[src/rtl/txd_pkg.sv]
package txd_pkg;
  localparam int unsigned LEN_W = 13;
  localparam int unsigned THR_W = 6;
  localparam int unsigned AW    = 32;

  typedef enum logic [1:0] {
    ST_IDLE,
    ST_FILL,
    ST_SEND,
    ST_WAIT
  } txd_state_e;

  // threshold field counts 32-byte units
  function automatic logic [LEN_W:0] thr_to_bytes(input logic [THR_W-1:0] thr);
    return {{(LEN_W + 1 - THR_W - 5){1'b0}}, thr, 5'b0};
  endfunction

  // status word layout: len[12:0] own[13] unr[14] ok[15] thr[21:16] err[31:29]
  function automatic logic [31:0] pack_status(input logic [LEN_W-1:0] len,
                                              input logic [THR_W-1:0] thr,
                                              input logic own, input logic unr,
                                              input logic ok, input logic [2:0] err);
    return {err, 7'b0, thr, ok, unr, own, len};
  endfunction
endpackage

[src/rtl/txd_byte_fifo.sv]
module txd_byte_fifo #(
  parameter int unsigned DEPTH = 64,
  parameter int unsigned W     = 8,
  localparam int unsigned PW   = $clog2(DEPTH),
  localparam int unsigned CW   = $clog2(DEPTH + 1)
) (
  input  logic          clk,
  input  logic          rst_n,
  input  logic          flush,
  input  logic          wr_en,
  input  logic [W-1:0]  wr_data,
  input  logic          rd_en,
  output logic [W-1:0]  rd_data,
  output logic [CW-1:0] count,
  output logic          empty,
  output logic          full
);
  logic [W-1:0]  mem [DEPTH];
  logic [PW-1:0] wr_ptr, rd_ptr;

  assign empty   = (count == '0);
  assign full    = (count == CW'(DEPTH));
  assign rd_data = mem[rd_ptr];

  always_ff @(posedge clk) begin
    if (wr_en && !flush) mem[wr_ptr] <= wr_data;
  end

  always_ff @(posedge clk) begin
    if (!rst_n || flush) begin
      wr_ptr <= '0;
      rd_ptr <= '0;
      count  <= '0;
    end else begin
      if (wr_en) wr_ptr <= wr_ptr + 1'b1;
      if (rd_en) rd_ptr <= rd_ptr + 1'b1;
      case ({wr_en, rd_en})
        2'b10:   count <= count + 1'b1;
        2'b01:   count <= count - 1'b1;
        default: count <= count;
      endcase
    end
  end

  assert_no_overflow_R11: assert property (@(posedge clk) disable iff (!rst_n)
    (wr_en && !flush) |-> (!full || rd_en))
    else $error("fifo written while full");

  assert_no_underflow_R9: assert property (@(posedge clk) disable iff (!rst_n)
    rd_en |-> !empty)
    else $error("fifo read while empty");
endmodule

[src/rtl/txd_desc_regs.sv]
module txd_desc_regs
  import txd_pkg::*;
#(
  parameter int unsigned NUM_SLOTS = 4,
  localparam int unsigned SW = $clog2(NUM_SLOTS),
  localparam int unsigned RAW = $clog2(2 * NUM_SLOTS + 1)
) (
  input  logic             clk,
  input  logic             rst_n,
  input  logic             reg_wr_en,
  input  logic [RAW-1:0]   reg_addr,
  input  logic [31:0]      reg_wdata,
  output logic [31:0]      reg_rdata,
  output logic [SW-1:0]    cur_slot,
  output logic             cur_pending,
  output logic [AW-1:0]    cur_addr,
  output logic [LEN_W-1:0] cur_len,
  output logic [THR_W-1:0] cur_thr,
  input  logic             own_set,
  input  logic             cmp_valid,
  input  logic             cmp_ok,
  input  logic             cmp_underrun,
  input  logic [2:0]       cmp_mac_err,
  output logic             irq_ok,
  output logic             irq_err
);
  logic [AW-1:0]    s_addr [NUM_SLOTS];
  logic [LEN_W-1:0] s_len  [NUM_SLOTS];
  logic [THR_W-1:0] s_thr  [NUM_SLOTS];
  logic [2:0]       s_err  [NUM_SLOTS];
  logic [NUM_SLOTS-1:0] s_own, s_unr, s_ok, s_pend;
  logic [SW-1:0]    ptr;

  function automatic logic [SW-1:0] next_slot(input logic [SW-1:0] s);
    return (s == SW'(NUM_SLOTS - 1)) ? '0 : s + 1'b1;
  endfunction

  wire int_hit = reg_wr_en && (reg_addr == RAW'(2 * NUM_SLOTS));

  for (genvar i = 0; i < NUM_SLOTS; i++) begin : g_slot
    wire st_hit = reg_wr_en && (reg_addr == RAW'(i));
    wire ad_hit = reg_wr_en && (reg_addr == RAW'(NUM_SLOTS + i));
    wire is_cur = (ptr == SW'(i));

    always_ff @(posedge clk) begin
      if (!rst_n) s_addr[i] <= '0;
      else if (ad_hit) s_addr[i] <= reg_wdata;
    end

    always_ff @(posedge clk) begin
      if (!rst_n) begin
        s_len[i]  <= '0;
        s_thr[i]  <= '0;
        s_err[i]  <= '0;
        s_own[i]  <= 1'b1;
        s_unr[i]  <= 1'b0;
        s_ok[i]   <= 1'b0;
        s_pend[i] <= 1'b0;
      end else if (st_hit) begin
        s_len[i]  <= reg_wdata[LEN_W-1:0];
        s_thr[i]  <= reg_wdata[16 +: THR_W];
        s_err[i]  <= '0;
        s_own[i]  <= 1'b0;
        s_unr[i]  <= 1'b0;
        s_ok[i]   <= 1'b0;
        s_pend[i] <= 1'b1;
      end else if (is_cur) begin
        if (own_set) s_own[i] <= 1'b1;
        if (cmp_valid) begin
          s_pend[i] <= 1'b0;
          s_own[i]  <= 1'b1;
          s_ok[i]   <= cmp_ok;
          s_unr[i]  <= cmp_underrun;
          s_err[i]  <= cmp_mac_err;
        end
      end
    end
  end

  always_ff @(posedge clk) begin
    if (!rst_n) ptr <= '0;
    else if (cmp_valid && cmp_ok) ptr <= next_slot(ptr);
  end

  always_ff @(posedge clk) begin
    if (!rst_n) begin
      irq_ok  <= 1'b0;
      irq_err <= 1'b0;
    end else begin
      irq_ok  <= (irq_ok  & ~(int_hit & reg_wdata[2])) | (cmp_valid &  cmp_ok);
      irq_err <= (irq_err & ~(int_hit & reg_wdata[3])) | (cmp_valid & ~cmp_ok);
    end
  end

  assign cur_slot    = ptr;
  assign cur_pending = s_pend[ptr];
  assign cur_addr    = s_addr[ptr];
  assign cur_len     = s_len[ptr];
  assign cur_thr     = s_thr[ptr];

  always_comb begin
    reg_rdata = '0;
    if (reg_addr < RAW'(NUM_SLOTS)) begin
      reg_rdata = pack_status(s_len[reg_addr[SW-1:0]], s_thr[reg_addr[SW-1:0]],
                              s_own[reg_addr[SW-1:0]], s_unr[reg_addr[SW-1:0]],
                              s_ok[reg_addr[SW-1:0]], s_err[reg_addr[SW-1:0]]);
    end else if (reg_addr < RAW'(2 * NUM_SLOTS)) begin
      reg_rdata = s_addr[reg_addr[SW-1:0]];
    end else if (reg_addr == RAW'(2 * NUM_SLOTS)) begin
      reg_rdata = {28'b0, irq_err, irq_ok, 2'b0};
    end
  end
endmodule

[src/rtl/txd_xfer_ctrl.sv]
module txd_xfer_ctrl
  import txd_pkg::*;
#(
  parameter int unsigned FIFO_DEPTH = 64,
  localparam int unsigned CW = $clog2(FIFO_DEPTH + 1)
) (
  input  logic             clk,
  input  logic             rst_n,
  input  logic             cur_pending,
  input  logic [AW-1:0]    cur_addr,
  input  logic [LEN_W-1:0] cur_len,
  input  logic [THR_W-1:0] cur_thr,
  output logic             mem_rd_en,
  output logic [AW-1:0]    mem_addr,
  input  logic [7:0]       mem_rd_data,
  output logic             tx_active,
  output logic [7:0]       tx_data,
  output logic             tx_last,
  input  logic             mac_pull,
  input  logic             mac_done,
  input  logic [2:0]       mac_err,
  output logic             ev_fetch_done,
  output logic             ev_underrun,
  output logic             ev_complete,
  output logic             cmp_ok,
  output logic [2:0]       cmp_mac_err
);
  txd_state_e       state;
  logic [LEN_W-1:0] req_cnt, got_cnt, sent_cnt;
  logic             inflight;
  logic [CW-1:0]    f_count;
  logic             f_empty, f_full, f_wr, f_rd, f_flush;

  wire fetching    = (state == ST_FILL) || (state == ST_SEND);
  wire room        = ((CW+1)'(f_count) + (CW+1)'(inflight)) < (CW+1)'(FIFO_DEPTH);
  wire [LEN_W-1:0] len_m1 = cur_len - LEN_W'(1);
  wire all_fetched = (got_cnt == cur_len);
  wire start_ok    = ({1'b0, got_cnt} >= thr_to_bytes(cur_thr)) || all_fetched || f_full;
  wire last_pop    = f_rd && (sent_cnt == len_m1);

  assign mem_rd_en     = fetching && (req_cnt < cur_len) && room;
  assign mem_addr      = cur_addr + AW'(req_cnt);
  assign f_wr          = inflight && fetching;
  assign f_rd          = (state == ST_SEND) && mac_pull && !f_empty;
  assign ev_underrun   = (state == ST_SEND) && mac_pull && f_empty;
  assign f_flush       = ev_underrun || (state == ST_IDLE);
  assign ev_fetch_done = f_wr && (got_cnt == len_m1);
  assign ev_complete   = ((state == ST_WAIT) && mac_done) || ev_underrun;
  assign cmp_ok        = (state == ST_WAIT) && (mac_err == 3'b000);
  assign cmp_mac_err   = (state == ST_WAIT) ? mac_err : 3'b000;
  assign tx_active     = (state == ST_SEND);
  assign tx_last       = (state == ST_SEND) && (sent_cnt == len_m1);

  txd_byte_fifo #(.DEPTH(FIFO_DEPTH), .W(8)) u_fifo (
    .clk     (clk),
    .rst_n   (rst_n),
    .flush   (f_flush),
    .wr_en   (f_wr),
    .wr_data (mem_rd_data),
    .rd_en   (f_rd),
    .rd_data (tx_data),
    .count   (f_count),
    .empty   (f_empty),
    .full    (f_full)
  );

  always_ff @(posedge clk) begin
    if (!rst_n) begin
      state    <= ST_IDLE;
      req_cnt  <= '0;
      got_cnt  <= '0;
      sent_cnt <= '0;
      inflight <= 1'b0;
    end else begin
      inflight <= mem_rd_en;
      if (mem_rd_en) req_cnt  <= req_cnt + 1'b1;
      if (f_wr)      got_cnt  <= got_cnt + 1'b1;
      if (f_rd)      sent_cnt <= sent_cnt + 1'b1;
      case (state)
        ST_IDLE: begin
          req_cnt  <= '0;
          got_cnt  <= '0;
          sent_cnt <= '0;
          if (cur_pending) state <= ST_FILL;
        end
        ST_FILL: if (start_ok) state <= ST_SEND;
        ST_SEND: begin
          if (ev_underrun)   state <= ST_IDLE;
          else if (last_pop) state <= ST_WAIT;
        end
        ST_WAIT: if (mac_done) state <= ST_IDLE;
        default: state <= ST_IDLE;
      endcase
    end
  end

  assert_req_bound_R11: assert property (@(posedge clk) disable iff (!rst_n)
    mem_rd_en |-> (req_cnt < cur_len))
    else $error("more reads than the byte count");

  assert_send_queued_R4: assert property (@(posedge clk) disable iff (!rst_n)
    tx_active |-> cur_pending)
    else $error("frame offered for an unqueued slot");
endmodule

[src/rtl/tx_desc_engine.sv]
module tx_desc_engine
  import txd_pkg::*;
#(
  parameter int unsigned NUM_SLOTS  = 4,
  parameter int unsigned FIFO_DEPTH = 64,
  localparam int unsigned SW  = $clog2(NUM_SLOTS),
  localparam int unsigned RAW = $clog2(2 * NUM_SLOTS + 1)
) (
  input  logic           clk,
  input  logic           rst_n,
  input  logic           reg_wr_en,
  input  logic [RAW-1:0] reg_addr,
  input  logic [31:0]    reg_wdata,
  output logic [31:0]    reg_rdata,
  output logic           mem_rd_en,
  output logic [31:0]    mem_addr,
  input  logic [7:0]     mem_rd_data,
  output logic           tx_active,
  output logic [7:0]     tx_data,
  output logic           tx_last,
  input  logic           mac_pull,
  input  logic           mac_done,
  input  logic [2:0]     mac_err,
  output logic           irq_tx_ok,
  output logic           irq_tx_err
);
  logic [SW-1:0]    cur_slot;
  logic             cur_pending;
  logic [AW-1:0]    cur_addr;
  logic [LEN_W-1:0] cur_len;
  logic [THR_W-1:0] cur_thr;
  logic             ev_fetch_done, ev_underrun, ev_complete, cmp_ok;
  logic [2:0]       cmp_mac_err;

  txd_desc_regs #(.NUM_SLOTS(NUM_SLOTS)) u_regs (
    .clk          (clk),
    .rst_n        (rst_n),
    .reg_wr_en    (reg_wr_en),
    .reg_addr     (reg_addr),
    .reg_wdata    (reg_wdata),
    .reg_rdata    (reg_rdata),
    .cur_slot     (cur_slot),
    .cur_pending  (cur_pending),
    .cur_addr     (cur_addr),
    .cur_len      (cur_len),
    .cur_thr      (cur_thr),
    .own_set      (ev_fetch_done),
    .cmp_valid    (ev_complete),
    .cmp_ok       (cmp_ok),
    .cmp_underrun (ev_underrun),
    .cmp_mac_err  (cmp_mac_err),
    .irq_ok       (irq_tx_ok),
    .irq_err      (irq_tx_err)
  );

  txd_xfer_ctrl #(.FIFO_DEPTH(FIFO_DEPTH)) u_ctrl (
    .clk           (clk),
    .rst_n         (rst_n),
    .cur_pending   (cur_pending),
    .cur_addr      (cur_addr),
    .cur_len       (cur_len),
    .cur_thr       (cur_thr),
    .mem_rd_en     (mem_rd_en),
    .mem_addr      (mem_addr),
    .mem_rd_data   (mem_rd_data),
    .tx_active     (tx_active),
    .tx_data       (tx_data),
    .tx_last       (tx_last),
    .mac_pull      (mac_pull),
    .mac_done      (mac_done),
    .mac_err       (mac_err),
    .ev_fetch_done (ev_fetch_done),
    .ev_underrun   (ev_underrun),
    .ev_complete   (ev_complete),
    .cmp_ok        (cmp_ok),
    .cmp_mac_err   (cmp_mac_err)
  );

  assert_ptr_hold_R8: assert property (@(posedge clk) disable iff (!rst_n)
    !(ev_complete && cmp_ok) |=> $stable(cur_slot))
    else $error("slot pointer moved without a good completion");

  assert_abort_R9: assert property (@(posedge clk) disable iff (!rst_n)
    ev_underrun |=> !tx_active)
    else $error("frame still offered after underrun");

  assert_txok_flag_R7: assert property (@(posedge clk) disable iff (!rst_n)
    (ev_complete && cmp_ok) |=> irq_tx_ok)
    else $error("good completion without ok flag");

  assert_txerr_flag_R9: assert property (@(posedge clk) disable iff (!rst_n)
    ev_underrun |=> irq_tx_err)
    else $error("underrun without error flag");
endmodule

[config.mk]
export PLATFORM = sky130hd
export DESIGN_NAME = tx_desc_engine
export DESIGN_NICKNAME = d
export VERILOG_FILES = /design/src/rtl/txd_pkg.sv /design/src/rtl/txd_byte_fifo.sv /design/src/rtl/txd_desc_regs.sv /design/src/rtl/txd_xfer_ctrl.sv /design/src/rtl/tx_desc_engine.sv
export SDC_FILE = /design/constraint.sdc
export NUM_CORES = 1
export LEC_CHECK = 0
export ABC_AREA = 1
export CAP_MARGIN = 0
export CELL_PAD_IN_SITES_DETAIL_PLACEMENT = 0
export CELL_PAD_IN_SITES_GLOBAL_PLACEMENT = 1
export CORE_MARGIN = 2
export CORE_UTILIZATION = 44
export DETAILED_ROUTE_END_ITERATION = 16
export GPL_ROUTABILITY_DRIVEN = 1
export HOLD_SLACK_MARGIN = 0.03
export PLACE_DENSITY_LB_ADDON = 0.1
export SLEW_MARGIN = 0
export SYNTH_ARGS = -nofsm -noshare
export SYNTH_HDL_FRONTEND = slang
export SYNTH_SLANG_ARGS = --single-unit
[constraint.sdc]
create_clock -name clk -period 4.5 [get_ports clk]
set_input_delay 0.675 -clock clk [delete_from_list [all_inputs] [get_ports clk]]
set_output_delay 0.675 -clock clk [all_outputs]
set_load 0.05 [all_outputs]
==> results.md <==
Worst setup path:
- The worst-path maximum fanout is 8.
- Together, buffers and inverters on the worst path number 4.
- The kind of cell with the highest combined delay on the critical path is simple AND/OR/NAND/NOR gates.
- The worst setup path is launched from a flop.
- For the worst setup path, the data required time is 3.83 ns.
- The kind of critical path is reg2out.
- STA classifies the critical path endpoint as an output pin.
- The peak per-stage delay on the critical path is 0.39 ns.
- Walking the worst path, the cells encountered are inv_6, nor2_2, o22ai_2, ha_2, inv_2, fa_2, nand3b_1, nand2_2, a21oi_4, o21ai_2, a21boi_2, o21ai_2, buf_6, nand3_4, nor2_4, nand4_1, xor2_4, buf_12.
- The most frequent cell on the critical path is sky130_fd_sc_hd__o21ai_2.
- The cell with the largest stage delay on the worst path is sky130_fd_sc_hd__dfxtp_4.
- Data arrives at the worst endpoint at 3.77 ns.

Power:
- Of the total power, the share spent switching nets is 0.235.
- The share of total power dissipated in sequential elements is 0.497.
- The internal portion of total power is 13.0 mW.
- For this design the static power due to leakage is 15.9 nW.
- Summed over all nets, the switching power comes to 4.00 mW.
- The clock power share is 0.425.
- The power density over cell area is 381 nW/um2.
- The worst-case IR drop observed on VDD is 276 uV.
- The proportion of power drawn by combinational gates is 0.078.

GRT:
- The first-pass GRT wire length is 170000 um.
- The global-route usage over all layers is 0.260.
- The number of global-route vias before repair is 27.4k.
- Summed over all layers, the global routing overflow is 0.
- The largest net degree at the start of global routing is 93.
- The number of antenna violations at the first check in global routing was 0.

Synth:
- The cell count after synthesis came out at 3544.
- Counting every net in the synthesized netlist gives 3650.
- The synthesized cell area is 37200 um2.
- For this run, the number of Yosys warnings is 0.
- In this run, synthesis produced a sequential element count of 817.
- For this run, the register share of the synthesized area comes to 0.635.
- Counting flops with an async set or reset pin after synthesis yields a share of 0.
- The most used flip-flop cell after synthesis is sky130_fd_sc_hd__edfxtp_1.
- The number of flops mapped to enable cells by yosys is 728.
- Counting distinct cell types in the post-synthesis netlist gives 60.
- The average cell area after synthesis is 10.5 um2.

Routing:
- The routed via count is 28.3k.
- The number of search-and-repair iterations in the first detailed-routing pass is 6.
- Using the TritonRoute via totals, the vias-per-cell ratio works out to 5.69.
- Once detail routing completed, the nets flagged for antenna violations numbered 0.
- The final wirelength is 115000 um.
- In the final routed layout, each cell accounts on average for 23.1 um.
- For this run, design rule violations remaining after detail routing come to 0.
- The detailed router finished its first iteration with 2616 violations.

Timing:
- For the pin with the worst max-slew slack, the measured transition is 1.25 ns.
- Of the available clock period, the critical path in the final layout requires 0.987.
- The worst clock skew is 0.0291 ns.
- Setup repair after global routing could not meet its margin everywhere.
- The achievable frequency is 0.225 GHz.
- The max-slew violation count is 0.
- The clock period could shrink to 4.44 ns.
- The setup violation total in the final timing report is 0.
- The worst pin sits at a relative slew slack of 0.168.
- The final number of hold-violating endpoints is 0.
- The final sum of negative setup slack is 0 ns.

Clocking:
- The H-tree depth is 3.
- TritonCTS built the clock tree.
- The clock root buffer is sky130_fd_sc_hd__clkbuf_16.
- CTS saw 817 sinks.
- The later pin in the worst-skew pair is clocked with a latency of 0.65 ns.
- Buffers inserted during clock tree synthesis total 88.
- The clock edge transition at the registers on the reported setup and hold paths is 0.06 ns.
- The clock passes through at most 3 buffers.

Floorplan:
- The floorplan has 106 rows.
- The die footprint is 87000 um2.
- For this configuration, the core starts out at a cell density of 0.445.
- Measured along the y axis, the die boundary spans 295 um.
- Pin placement for this block handled 129 I/O pins.
- The placeable core area is 83700 um2.
- The floorplan step set the die width to 295 um.

Placement:
- The number of cells in the design after placement is 4784.
- Buffers placed on the I/O ports in this run total 128.
- The routability congestion estimate from global placement is 0.903.
- In this run the cell area measured after placement is 41400 um2.
- Once detailed placement completed, the half-perimeter wirelength came to 74700 um.

Layout:
- Excluding fillers, the count of instances in the completed layout stands at 4973.
- Once layout is done, the placed cells without fillers occupy 44700 um2.
- The diode insertion count for antenna repair is 0.
- The share of layout cells above drive strength 1 is 0.140.
- The synthesis-to-finish area growth is 20.0%.
- The final layout contains 3873 nets.
- The count of fill cells added during filler insertion is 7313.
- The final core utilization is 0.534.

Hold path:
- In this run the most critical hold path is launched from u_ctrl.u_fifo.rd_ptr[5]$_SDFFE_PP0P_.
- The path type of the worst min-delay path is reg2reg.

Status:
- The run finished with clean final reports.

Job:
- Across the run, the number of max-cap violations was 0.
## worst register-to-register path: stages (launching register included)
cell	delay, ns
sky130_fd_sc_hd__dfxtp_2	0.35
sky130_fd_sc_hd__inv_2	0.09
sky130_fd_sc_hd__buf_12	0.16
sky130_fd_sc_hd__buf_4	0.43
sky130_fd_sc_hd__nand3_1	0.15
sky130_fd_sc_hd__nand2_1	0.36
sky130_fd_sc_hd__ha_1	0.34
sky130_fd_sc_hd__nand2_1	0.06
sky130_fd_sc_hd__nand4_1	0.06
sky130_fd_sc_hd__nor3_1	0.22
sky130_fd_sc_hd__nand2_2	0.18
sky130_fd_sc_hd__inv_2	0.21
sky130_fd_sc_hd__nand2_2	0.11
sky130_fd_sc_hd__nor3_4	0.22
sky130_fd_sc_hd__nand3_1	0.15
sky130_fd_sc_hd__nor2_1	0.14
sky130_fd_sc_hd__nor2_1	0.06
## cell usage in the layout (no fill, tap or decap), types with 51 or more instances in the layout
master                      instances
sky130_fd_sc_hd__nor2_1           747
sky130_fd_sc_hd__edfxtp_1         728
sky130_fd_sc_hd__o21ai_0          406
sky130_fd_sc_hd__nand2_1          303
sky130_fd_sc_hd__buf_4            183
sky130_fd_sc_hd__inv_1            181
sky130_fd_sc_hd__o22ai_1          158
sky130_fd_sc_hd__a21oi_1          146
sky130_fd_sc_hd__a22oi_1          107
sky130_fd_sc_hd__nand3_1          100
sky130_fd_sc_hd__clkbuf_16         89
sky130_fd_sc_hd__dfxtp_1           84
sky130_fd_sc_hd__buf_12            84
sky130_fd_sc_hd__ha_1              51
## logic make-up after synthesis
kind of cell	Yosys count	synth area share
AO/OA/AOI/OAI	918	0.144
XOR/XNOR	60	0.0145
adder cells (fa/ha/maj)	54	0.0185
buffers and inverters	398	0.0427
flip-flops	817	0.635
AND/OR/NAND/NOR	1297	0.145
## sequential cells by signal, summed over array words and instances (netlist names), named ones only
| signal | flops |
|---|---|
| u_regs.s_len | 52 |
| u_ctrl.u_fifo.count | 7 |
| u_regs.cur_slot | 2 |
| u_regs.s_own | 4 |
| u_ctrl.inflight | 1 |
| u_regs.s_addr | 128 |
| u_ctrl.u_fifo.wr_ptr | 6 |
| u_regs.s_pend | 4 |
| u_ctrl.req_cnt | 13 |
| u_ctrl.u_fifo.rd_ptr | 6 |
| u_ctrl.got_cnt | 13 |
| u_ctrl.u_fifo.mem | 512 |
| u_regs.s_ok | 4 |
| u_ctrl.sent_cnt | 13 |
| u_regs.s_thr | 24 |
| u_regs.irq_ok | 1 |
| u_regs.irq_err | 1 |
| u_ctrl.state | 2 |
| u_regs.s_unr | 4 |
| u_regs.s_err | 12 |
## repair_timing
item	CTS	global route
endpoints found under the setup margin	21	16
pin swaps	18	22
cloned	1	1
resized for setup	26	23
hold buffers	0	0
setup buffers	17	8
## synthesized netlist by cell type (5+ instances only)
cell type / number / area, um2
sky130_fd_sc_hd__clkbuf_1: 163 / 612
sky130_fd_sc_hd__nor3_1: 32 / 160
sky130_fd_sc_hd__a211oi_1: 5 / 37.5
sky130_fd_sc_hd__a21oi_1: 148 / 741
sky130_fd_sc_hd__nand2_2: 17 / 106
sky130_fd_sc_hd__nand4_1: 29 / 181
sky130_fd_sc_hd__edfxtp_1: 728 / 21900
sky130_fd_sc_hd__ha_1: 52 / 651
sky130_fd_sc_hd__o32ai_1: 7 / 61.3
sky130_fd_sc_hd__inv_1: 186 / 698
sky130_fd_sc_hd__o22ai_1: 159 / 995
sky130_fd_sc_hd__nor2_4: 6 / 67.6
sky130_fd_sc_hd__a22oi_1: 107 / 803
sky130_fd_sc_hd__clkinv_1: 5 / 18.8
sky130_fd_sc_hd__o31ai_1: 6 / 45.0
sky130_fd_sc_hd__o21ai_0: 416 / 2080
sky130_fd_sc_hd__xnor2_1: 6 / 52.6
sky130_fd_sc_hd__o211ai_1: 13 / 97.6
sky130_fd_sc_hd__o221ai_1: 16 / 140
sky130_fd_sc_hd__nand3_1: 100 / 500
sky130_fd_sc_hd__nand3_2: 6 / 60.1
sky130_fd_sc_hd__nand2_1: 306 / 1150
sky130_fd_sc_hd__buf_6: 7 / 78.8
sky130_fd_sc_hd__buf_1: 10 / 37.5
sky130_fd_sc_hd__buf_2: 12 / 60.1
sky130_fd_sc_hd__nor4_1: 7 / 43.8
sky130_fd_sc_hd__nor2_1: 751 / 2820
sky130_fd_sc_hd__or2_2: 24 / 150
sky130_fd_sc_hd__a32o_1: 5 / 50.1
sky130_fd_sc_hd__a31oi_1: 6 / 37.5
sky130_fd_sc_hd__dfxtp_1: 89 / 1780
sky130_fd_sc_hd__inv_2: 11 / 41.3
sky130_fd_sc_hd__xor2_1: 53 / 464
## worst paths after layout
check	to	slack, ns	depth (start not counted)
hold / removal	u_ctrl.u_fifo.rd_ptr[5]$_SDFFE_PP0P_	0.45	1
setup reg to reg	u_ctrl.req_cnt[7]$_SDFFE_PP0P_	1.10	16
setup / recovery	mem_addr[28]	0.06	18
hold reg to reg	u_ctrl.u_fifo.rd_ptr[5]$_SDFFE_PP0P_	0.45	1
## layer usage
layer | GRT usage | wire length (um)
met1 | 0.336 | 46500
met2 | 0.456 | 57400
met3 | 0.0305 | 7660
met4 | 0.0852 | 3400
met5 | 0 | 0
## layout make-up
class,instances,area (um2),area share
well taps,1134,1420,0.0317
multi-input cells,2329,12300,0.275
clock buffers,108,2320,0.0519
flip-flops and latches,817,23700,0.529
repair buffers,329,3700,0.0827
clock inverters,54,549,0.0123
inverters,202,768,0.0172
## power by group through the flow
| stage | clock network (mW) | registers, mW | logic, mW |
|---|---|---|---|
| floorplan | 0 | 8.60 | 0.679 |
| global placement | 0 | 8.61 | 1.31 |
| detailed placement | 0 | 8.61 | 1.32 |
| CTS | 7.35 | 8.45 | 1.34 |
| global route | 7.65 | 8.47 | 1.42 |
| finish | 7.23 | 8.46 | 1.34 |
## per-stage QoR
| stage | power (mW) | hold WS (ns) | worst slack, ns |
|---|---|---|---|
| floorplan | 9.28 | 0.412 | -0.0118 |
| global placement | 9.92 | 0.433 | 0.249 |
| global route | 17.5 | 0.474 | -0.109 |
| CTS | 17.1 | 0.448 | 0.00219 |
| detailed placement | 9.94 | 0.436 | 0.216 |
| finish | 17.0 | 0.446 | 0.0577 |
No activity file was read; power rests on OpenSTA's default activity.
